### config.mk
export PLATFORM = sky130hd
export DESIGN_NAME = tpd_synth
export DESIGN_NICKNAME = d
export VERILOG_FILES = /design/src/rtl/tpd_pkg.sv /design/src/rtl/tpd_phase_counter.sv /design/src/rtl/tpd_triangle.sv /design/src/rtl/tpd_pdm.sv /design/src/rtl/tpd_synth.sv
export SDC_FILE = /design/constraint.sdc
export NUM_CORES = 1
export LEC_CHECK = 0
export BUFFER_PORTS_ARGS = -buffer_cell sky130_fd_sc_hd__buf_2
export CORE_ASPECT_RATIO = 1.25
export CORE_MARGIN = 10
export CORE_UTILIZATION = 55
export CTS_CLUSTER_SIZE = 10
export DETAILED_ROUTE_END_ITERATION = 12
export HOLD_SLACK_MARGIN = 0.06
export PLACE_DENSITY_LB_ADDON = 0.05
export SKIP_CTS_REPAIR_TIMING = 1
export SYNTH_ARGS = -nofsm -noshare
export SYNTH_HDL_FRONTEND = slang
export SYNTH_SLANG_ARGS = --single-unit
### constraint.sdc
create_clock -name clk -period 4.3 [get_ports clk]
set_input_delay 0.86 -clock clk [delete_from_list [all_inputs] [get_ports clk]]
set_output_delay 0.86 -clock clk [all_outputs]
set_load 0.01 [all_outputs]
### src/rtl/tpd_pkg.sv
package tpd_pkg;

    // Per-cycle step decision taken from the strobe and the direction bit.
    typedef enum logic [1:0] {
        STEP_HOLD = 2'd0,
        STEP_INC  = 2'd1,
        STEP_DEC  = 2'd2
    } step_e;

    // Smallest width that holds values 0 .. n-1.
    function automatic int unsigned width_for(input int unsigned n);
        int unsigned w;
        w = 1;
        while ((1 << w) < n) begin
            w = w + 1;
        end
        return w;
    endfunction

endpackage

### src/rtl/tpd_phase_counter.sv
module tpd_phase_counter
    import tpd_pkg::*;
#(
    parameter int unsigned STATES = 96,
    parameter int unsigned CW     = width_for(STATES)
) (
    input  logic          clk,
    input  logic          rst_n,
    input  logic          step_valid,
    input  logic          step_up,
    output logic [CW-1:0] cnt
);

    localparam logic [CW-1:0] LAST = CW'(STATES - 1);
    localparam logic [CW-1:0] ZERO = '0;

    step_e         step;
    logic [CW-1:0] cnt_q;
    logic [CW-1:0] cnt_d;

    // Decode the step state from the inputs.
    always_comb begin
        unique case ({step_valid, step_up})
            2'b11:   step = STEP_INC;
            2'b10:   step = STEP_DEC;
            default: step = STEP_HOLD;
        endcase
    end

    // Next-phase selection for each step state.
    always_comb begin
        cnt_d = cnt_q;
        unique case (step)
            STEP_HOLD: cnt_d = cnt_q;
            STEP_INC:  cnt_d = (cnt_q == LAST) ? ZERO : cnt_q + 1'b1;
            STEP_DEC:  cnt_d = (cnt_q == ZERO) ? LAST : cnt_q - 1'b1;
            default:   cnt_d = cnt_q;
        endcase
    end

    // Phase register.
    always_ff @(posedge clk or negedge rst_n) begin
        if (!rst_n) begin
            cnt_q <= ZERO;
        end else begin
            cnt_q <= cnt_d;
        end
    end

    assign cnt = cnt_q;

    // the phase never leaves its 96 states.
    p_range_r1: assert property (@(posedge clk) disable iff (!rst_n)
        cnt_q <= LAST);

    // an up step advances by one and wraps at the top.
    p_inc_r2: assert property (@(posedge clk) disable iff (!rst_n)
        (step_valid && step_up) |=>
        (cnt_q == (($past(cnt_q) == LAST) ? ZERO : $past(cnt_q) + 1'b1)));

    // a down step retreats by one and wraps at the bottom.
    p_dec_r3: assert property (@(posedge clk) disable iff (!rst_n)
        (step_valid && !step_up) |=>
        (cnt_q == (($past(cnt_q) == ZERO) ? LAST : $past(cnt_q) - 1'b1)));

    // no strobe, no movement.
    p_hold_r4: assert property (@(posedge clk) disable iff (!rst_n)
        !step_valid |=> $stable(cnt_q));

endmodule

### src/rtl/tpd_triangle.sv
module tpd_triangle #(
    parameter int unsigned STATES = 96,
    parameter int unsigned OFFSET = 0,
    parameter int unsigned CW     = 7,
    parameter int unsigned AW     = 6
) (
    input  logic          clk,
    input  logic          rst_n,
    input  logic [CW-1:0] cnt,
    output logic [AW-1:0] amp
);

    localparam int unsigned HALF = STATES / 2;
    localparam logic [CW:0] MOD  = (CW + 1)'(STATES);
    localparam logic [CW:0] OFS  = (CW + 1)'(OFFSET % STATES);
    localparam logic [CW:0] TOP  = (CW + 1)'(STATES - 1);
    localparam logic [CW:0] MID  = (CW + 1)'(HALF);

    logic [CW:0] sum;
    logic [CW:0] phase;
    logic [CW:0] folded;

    // Shift the shared phase by this lane's offset, modulo the period.
    always_comb begin
        sum   = {1'b0, cnt} + OFS;
        phase = (sum >= MOD) ? sum - MOD : sum;
    end

    // Fold the phase into a rising then falling ramp.
    always_comb begin
        if (phase < MID) begin
            folded = phase;
        end else begin
            folded = TOP - phase;
        end
    end

    assign amp = AW'(folded);

    // the amplitude stays inside its 48 levels.
    p_amp_max_r5: assert property (@(posedge clk) disable iff (!rst_n)
        amp < AW'(HALF));

endmodule

### src/rtl/tpd_pdm.sv
module tpd_pdm #(
    parameter int unsigned SCALE = 48,
    parameter int unsigned AW    = 6
) (
    input  logic          clk,
    input  logic          rst_n,
    input  logic [AW-1:0] amp,
    output logic          bit_out
);

    localparam logic [AW:0] FULL = (AW + 1)'(SCALE);

    logic [AW-1:0] acc_q;
    logic [AW-1:0] acc_d;
    logic [AW:0]   total;
    logic          carry;

    // Add the amplitude, emit a carry whenever full scale is reached.
    always_comb begin
        total = {1'b0, acc_q} + {1'b0, amp};
        carry = (total >= FULL);
        acc_d = carry ? AW'(total - FULL) : AW'(total);
    end

    always_ff @(posedge clk or negedge rst_n) begin
        if (!rst_n) begin
            acc_q   <= '0;
            bit_out <= 1'b0;
        end else begin
            acc_q   <= acc_d;
            bit_out <= carry;
        end
    end

    // the accumulator remains below full scale.
    p_acc_range_r6: assert property (@(posedge clk) disable iff (!rst_n)
        acc_q < AW'(SCALE));

    // a silent lane with an empty accumulator emits no pulse.
    p_silent_r6: assert property (@(posedge clk) disable iff (!rst_n)
        (amp == '0 && acc_q == '0) |=> !bit_out);

endmodule

### src/rtl/tpd_synth.sv
module tpd_synth
    import tpd_pkg::*;
#(
    parameter int unsigned STATES = 96,
    parameter int unsigned LANES  = 3
) (
    input  logic         clk,
    input  logic         rst_n,
    input  logic         step_valid,
    input  logic         step_up,
    output logic [6:0]   phase_cnt,
    output logic [17:0]  tri_amp,
    output logic [2:0]   pdm_out
);

    localparam int unsigned CW   = width_for(STATES);
    localparam int unsigned HALF = STATES / 2;
    localparam int unsigned AW   = width_for(HALF);
    localparam int unsigned STEP = STATES / LANES;

    logic [CW-1:0]       cnt;
    logic [LANES*AW-1:0] amps;
    logic [LANES-1:0]    bits;

    tpd_phase_counter #(
        .STATES (STATES),
        .CW     (CW)
    ) u_counter (
        .clk        (clk),
        .rst_n      (rst_n),
        .step_valid (step_valid),
        .step_up    (step_up),
        .cnt        (cnt)
    );

    for (genvar k = 0; k < LANES; k++) begin : g_lane
        tpd_triangle #(
            .STATES (STATES),
            .OFFSET (k * STEP),
            .CW     (CW),
            .AW     (AW)
        ) u_tri (
            .clk   (clk),
            .rst_n (rst_n),
            .cnt   (cnt),
            .amp   (amps[k*AW +: AW])
        );

        tpd_pdm #(
            .SCALE (HALF),
            .AW    (AW)
        ) u_pdm (
            .clk     (clk),
            .rst_n   (rst_n),
            .amp     (amps[k*AW +: AW]),
            .bit_out (bits[k])
        );
    end

    assign phase_cnt = 7'(cnt);
    assign tri_amp   = 18'(amps);
    assign pdm_out   = 3'(bits);

    // while reset is held the stream outputs are silent.
    p_reset_quiet_r7: assert property (@(posedge clk)
        !rst_n |-> (pdm_out == 3'b000));

endmodule

Word-level counts from Yosys, hierarchy flattened. Cells that the tools add are included.

Reductions and logical operators: 2. Multiplexer cells: 13. Equal/unequal tests: 5. $add $sub $neg: 16. $lt $le $gt $ge: 9.

Operator list (count): 6-bit two-way mux (6); 8-bit by 6-bit < comparator with 1-bit output (second input constant) (3); 8-bit two-way mux (3); 6-bit by 6-bit adder with 7-bit output (3); 7-bit by 6-bit >= comparator with 1-bit output (second input constant) (3); 5-bit by 6-bit subtractor with 6-bit output (first input constant) (3); 6-bit subtractor (second input constant) (3); 8-bit by 7-bit >= comparator with 1-bit output (second input constant) (2); 8-bit by 7-bit subtractor with 8-bit output (second input constant) (2); 7-bit two-way mux (2); 7-bit one-hot mux with 2 select lines (1); 7-bit by 6-bit adder with 8-bit output (second input constant) (1); 7-bit by 7-bit adder with 8-bit output (second input constant) (1); 7-bit by 7-bit subtractor with 8-bit output (second input constant) (1); 7-bit by 1-bit adder with 7-bit output (second input constant) (1); 7-bit equality test (second input constant) (1); 7-bit >= comparator (second input constant) (1); 7-bit logical NOT (1); 7-bit by 1-bit subtractor with 7-bit output (second input constant) (1); 2-bit equality test (second input constant) (3); 2-bit one-hot mux with 2 select lines (1); 2-bit by 1-bit equality test with 1-bit output (second input constant) (1); 2-bit nonzero test (1).

Input port bits: 4. Logic and storage cells: 52. Output and inout bits: 28. Bits in registers: 28.

Longest topological paths before layout.
Word-level depth: 8. Depth in mapped cells: 16. Gate-level depth less buffers: 16.

Modules after synthesis. Synthesis repeated with hierarchy kept, for this count alone.

Cells, all modules: 241. Area total of the unflattened synthesis: 2391.0 µm².

Modules (own cells, without submodules): tpd_pdm at g_lane[1].u_pdm ... (seq. area each 175.2 µm², cells each 47, area an instance 503.0 µm², times used 2); tpd_phase_counter (seq. area each 175.2 µm², cells each 69, area an instance 601.8 µm², times used 1); tpd_pdm at g_lane[0].u_pdm (seq. area each 175.2 µm², cells each 50, area an instance 533.0 µm², times used 1); tpd_triangle at g_lane[1].u_tri ... (seq. area each 0.0 µm², cells each 9, area an instance 82.6 µm², times used 2); tpd_triangle at g_lane[0].u_tri (seq. area each 0.0 µm², cells each 10, area an instance 85.1 µm², times used 1).

Least setup slack after synthesis. OpenSTA, ideal clock, no wires.

Kind: register -> register. From: reg u_counter.cnt_q[5] (netlist: u_counter.cnt[5]). To: reg g_lane[0].u_pdm.acc_q[5]. Path buffers: 0. Stages on the path, launching flop included: 16. Arrival: 3541 ps. Library setup time: 119 ps. Path slack: 640 ps. Required time: 4181 ps. Clock period less this slack: 3660 ps. Cells stage by stage: dfrtp_1 -> inv_1 -> ha_1 -> a21oi_1 -> xnor2_1 -> ha_1 -> fa_1 -> a211oi_1 -> nor2_1 -> nor2_1 -> ha_1 -> nand4bb_1 -> nor4_1 -> a211oi_2 -> and3b_1 -> o21a_1.

Longest elaborated chain between the ends: 7. Elaborated cells on any way between the ends: 10. Those cells by class: add/sub (4); order compare (3); mux (3).

Ends and longest elaborated chain: start, declared (RTL line tpd_phase_counter.sv:18) `logic [CW-1:0] cnt_q;`; start signal, assigned (RTL line tpd_phase_counter.sv:46) `cnt_q <= cnt_d;`; 7-bit by 7-bit subtractor with 8-bit output or 7-bit >= comparator (tied branches) (RTL line tpd_triangle.sv:26) `phase = (sum >= MOD) ? sum - MOD : sum;`; 8-bit two-way mux (*) (RTL line tpd_triangle.sv:26); 8-bit by 6-bit < comparator with 1-bit output or 5-bit by 6-bit subtractor with 6-bit output (tied branches) (RTL line tpd_triangle.sv:31, tpd_triangle.sv:34); 6-bit two-way mux (*) (RTL line tpd_triangle.sv:31) `if (phase < MID) begin`; via tri_amp[0] (RTL line tpd_synth.sv:12) `output logic [17:0] tri_amp,`; 6-bit by 6-bit adder with 7-bit output (*) (RTL line tpd_pdm.sv:20) `total = {1'b0, acc_q} + {1'b0, amp};`; 6-bit subtractor or 7-bit by 6-bit >= comparator with 1-bit output (tied branches) (RTL line tpd_pdm.sv:22, tpd_pdm.sv:21); 6-bit two-way mux (*) (RTL line tpd_pdm.sv:22) `acc_d = carry ? AW'(total - FULL) : AW'(total);`; via g_lane[0].u_pdm.acc_d[5] (RTL line tpd_pdm.sv:14) `logic [AW-1:0] acc_d;`; end signal, assigned (RTL line tpd_pdm.sv:27) `acc_q <= '0;`; end signal, assigned (RTL line tpd_pdm.sv:30) `acc_q <= acc_d;`; end, declared (RTL line tpd_pdm.sv:13) `logic [AW-1:0] acc_q;`.

Mark *: on every way through the listed nets, which the timed path passes. The rest lies on a longest branch. A chain may end at the register's enable or synchronous reset.

Worst setup path in the final report.
From: reg u_counter.cnt_q[6] (netlist: u_counter.cnt[6]). To: reg g_lane[0].u_pdm.acc_q[5].

Longest elaborated chain between the ends: 7. Elaborated cells on any way between the ends: 10. Those cells by class: add/sub (4); order compare (3); mux (3).

Ends and longest elaborated chain (RTL line): 7-bit by 7-bit subtractor with 8-bit output or 7-bit >= comparator (tied branches) (tpd_triangle.sv:26); 8-bit two-way mux (*) (tpd_triangle.sv:26); 8-bit by 6-bit < comparator with 1-bit output or 5-bit by 6-bit subtractor with 6-bit output (tied branches) (tpd_triangle.sv:31, tpd_triangle.sv:34); 6-bit two-way mux (*) (tpd_triangle.sv:31); 6-bit by 6-bit adder with 7-bit output (*) (tpd_pdm.sv:20); 6-bit subtractor or 7-bit by 6-bit >= comparator with 1-bit output (tied branches) (tpd_pdm.sv:22, tpd_pdm.sv:21); 6-bit two-way mux (*) (tpd_pdm.sv:22); via g_lane[0].u_pdm.acc_d[5] (tpd_pdm.sv:14).

Marked as above.

==> reports/metrics.cfg <==
[status]
status=completed

[sta]
setup_violations=0
rsz0062_at_grt=false
hold_viol=0
fmax_ghz=0.258
holdWs_ps=507
drv_slew=0
skew_ps=4.02
min_period_over_period_pct=90.0
tightestPinTransition_ps=652
fin_tns_setup_ps=0
slew_headroom_pct=56.5
min_period_ps=3870

[grt]
grt_max_degree=29
antenna_found_initial=0
grt_pass1_wl_mm=8.50
grtUsageTotal_pct=13.9
grt_pass1_vias=1874
grt-ovfl-total=0

[setup_path]
critical-path-top-delay-family=adder cells
critical_path_required_ps=4480
max_stage_delay_ps=430
critical_path.startpoint_type=register
cp.arrival_ps=4050
endpoint_kind=register
cp_slowest_cell=dfrtp_1
path_buf_inv=1
path_class=reg -> reg
crit_chain=inv_1 -> ha_1 -> a21oi_1 -> xnor2_1 -> ha_1 -> fa_1 -> a211oi_1 -> nor2_1 -> nor2_1 -> ha_1 -> nand4bb_1 -> nor4_1 -> a211oi_2 -> and3b_1 -> o21a_1
crit_top_cell=ha_1
path_max_fanout=6

[synth]
synth_area_leaders=dfrtp_1, ha_1, xnor2_1
synth_flop_cell=dfrtp_1
synth-seq-cells=28
synth_most_common_cell=dfrtp_1
synth_cells=249
yosys.area.top_type=dfrtp_1
synth_area_mm2=0.00234
syn_area_per_cell_um2=9.42
yosysTopAreaCellShare_pct=29.9
yosys_warnings=0
ys_types=57
syn_nets=282
synth-edff-count=0
ys_async_sr_fraction_pct=100
synth_common_cells=dfrtp_1, ha_1, inv_1
ys_seq_area_share_pct=29.9

[final_layout]
drive_gt1_share_pct=17.6
diodes=0
stdcell_count=328
final_net_count=307
area_growth_pct=8.80

[floorplanning]
die_width_um=78.4
die-area_mm2=0.00729
coreArea_mm2=0.00410
start_util_pct=57.2
die_height_um=93
row_count=26
io_pins=32

[hold_path]
hold_path_class=reg -> reg

[detailed_routing]
vias=1877
postRouteAntennaNets=0
wire_per_inst_um=15.0
routed_wl_mm=4.93
drc=0
drtIter0Drc=112
drt_pass1_iterations=4
vias_per_cell=5.72

[clock_network]
htreeDepth=1
clock-sinks=28
clk_path_buf_depth=2
cts_made_buffers=3
cts.root.buffer_cell=clkbuf_8
cts_tree=done
clkTransAtPathRegs_ps=100
clk_latency_ps=270

[placed_design]
port_buffers=31
dp_cells=325
gp_congestion=0.834
hpwl_mm=3.82

[flow_run]
cap_violations=0

-- kinds of logic (layout without fill, tap and decap cells) --
logic type,after synthesis,count (layout),synth area share [%]
AOI/OAI and AO/OA,69,69,22.1
DFF,28,28,29.9
muxes,4,4,1.81
buffers and inverters,33,56,6.08
and+or+nand+nor,69,69,17.3
adders and majority gates,29,29,16.4
xor gates and xnor gates,17,17,6.35
-- layout by cell type (no fill, tap or decap), types with 8 or more instances in the layout --
| master | n |
|---|---|
| a21oi_1 | 10 |
| o21ai_0 | 18 |
| nand2_1 | 8 |
| nor2_1 | 13 |
| buf_2 | 31 |
| nand2b_1 | 8 |
| ha_1 | 26 |
| xnor2_1 | 15 |
| nand3_1 | 8 |
| dfrtp_1 | 28 |
| inv_1 | 22 |
-- layout make-up --
type	count	area [um^2]
timing repair buffer	31	155
sequential	28	701
tap	56	70.1
multi-input combinational	188	1500
clock buffer	3	41.3
inverter	22	82.6
fill	362	1550
-- worst reg2reg max path, delay by kind of cell (launching register included) --
kind	cells	cell delay (ps)
xor+xnor	1	160
buf+inv	1	120
simple gates	5	890
compound gates	4	960
flops	1	430
fa+ha+maj	4	1210
-- metrics by stage --
stage	area, um^2	setup WS, ps	util [%]
floorplan	2340	640	-
global placement	2510	479	61.2
detailed placement	2510	421	61.2
CTS	2550	401	62.2
global route	2550	38.3	62.2
finish	2550	429	62.2
-- worst paths after layout --
kind                                                    start                            endpoint  slack (ps)  cells past startpoint
hold reg to reg            g_lane[1].u_pdm.acc_q[0]$_DFF_PN0_  g_lane[1].u_pdm.acc_q[0]$_DFF_PN0_         510                      1
hold / removal             g_lane[1].u_pdm.acc_q[0]$_DFF_PN0_  g_lane[1].u_pdm.acc_q[0]$_DFF_PN0_         510                      1
setup / recovery                 u_counter.cnt[6]$_DFFE_PN0P_  g_lane[0].u_pdm.acc_q[5]$_DFF_PN0_         430                     15
setup reg to reg                 u_counter.cnt[6]$_DFFE_PN0P_  g_lane[0].u_pdm.acc_q[5]$_DFF_PN0_         430                     15
min in group asynchronous                               rst_n  g_lane[2].u_pdm.acc_q[2]$_DFF_PN0_         600                      1
max in group asynchronous                               rst_n        u_counter.cnt[4]$_DFFE_PN0P_        3280                      1
-- flip-flops by register name (all words and copies together) (netlist names) --
register / count
g_lane.u_pdm.acc_q: 18
u_counter.cnt: 7
g_lane.u_pdm.bit_out: 3
-- per-layer routing --
layer,vias up,track usage [%],wire [um]
met1,884,16.5,2240
li1,949,-,-
met4,0,3.89,50
met3,5,3.16,262
met2,39,24.5,2380
met5,-,0,0
Power is left out: the tool's default activity adds up to more than one toggle a clock period on the data nets, which glitch-free logic cannot reach.
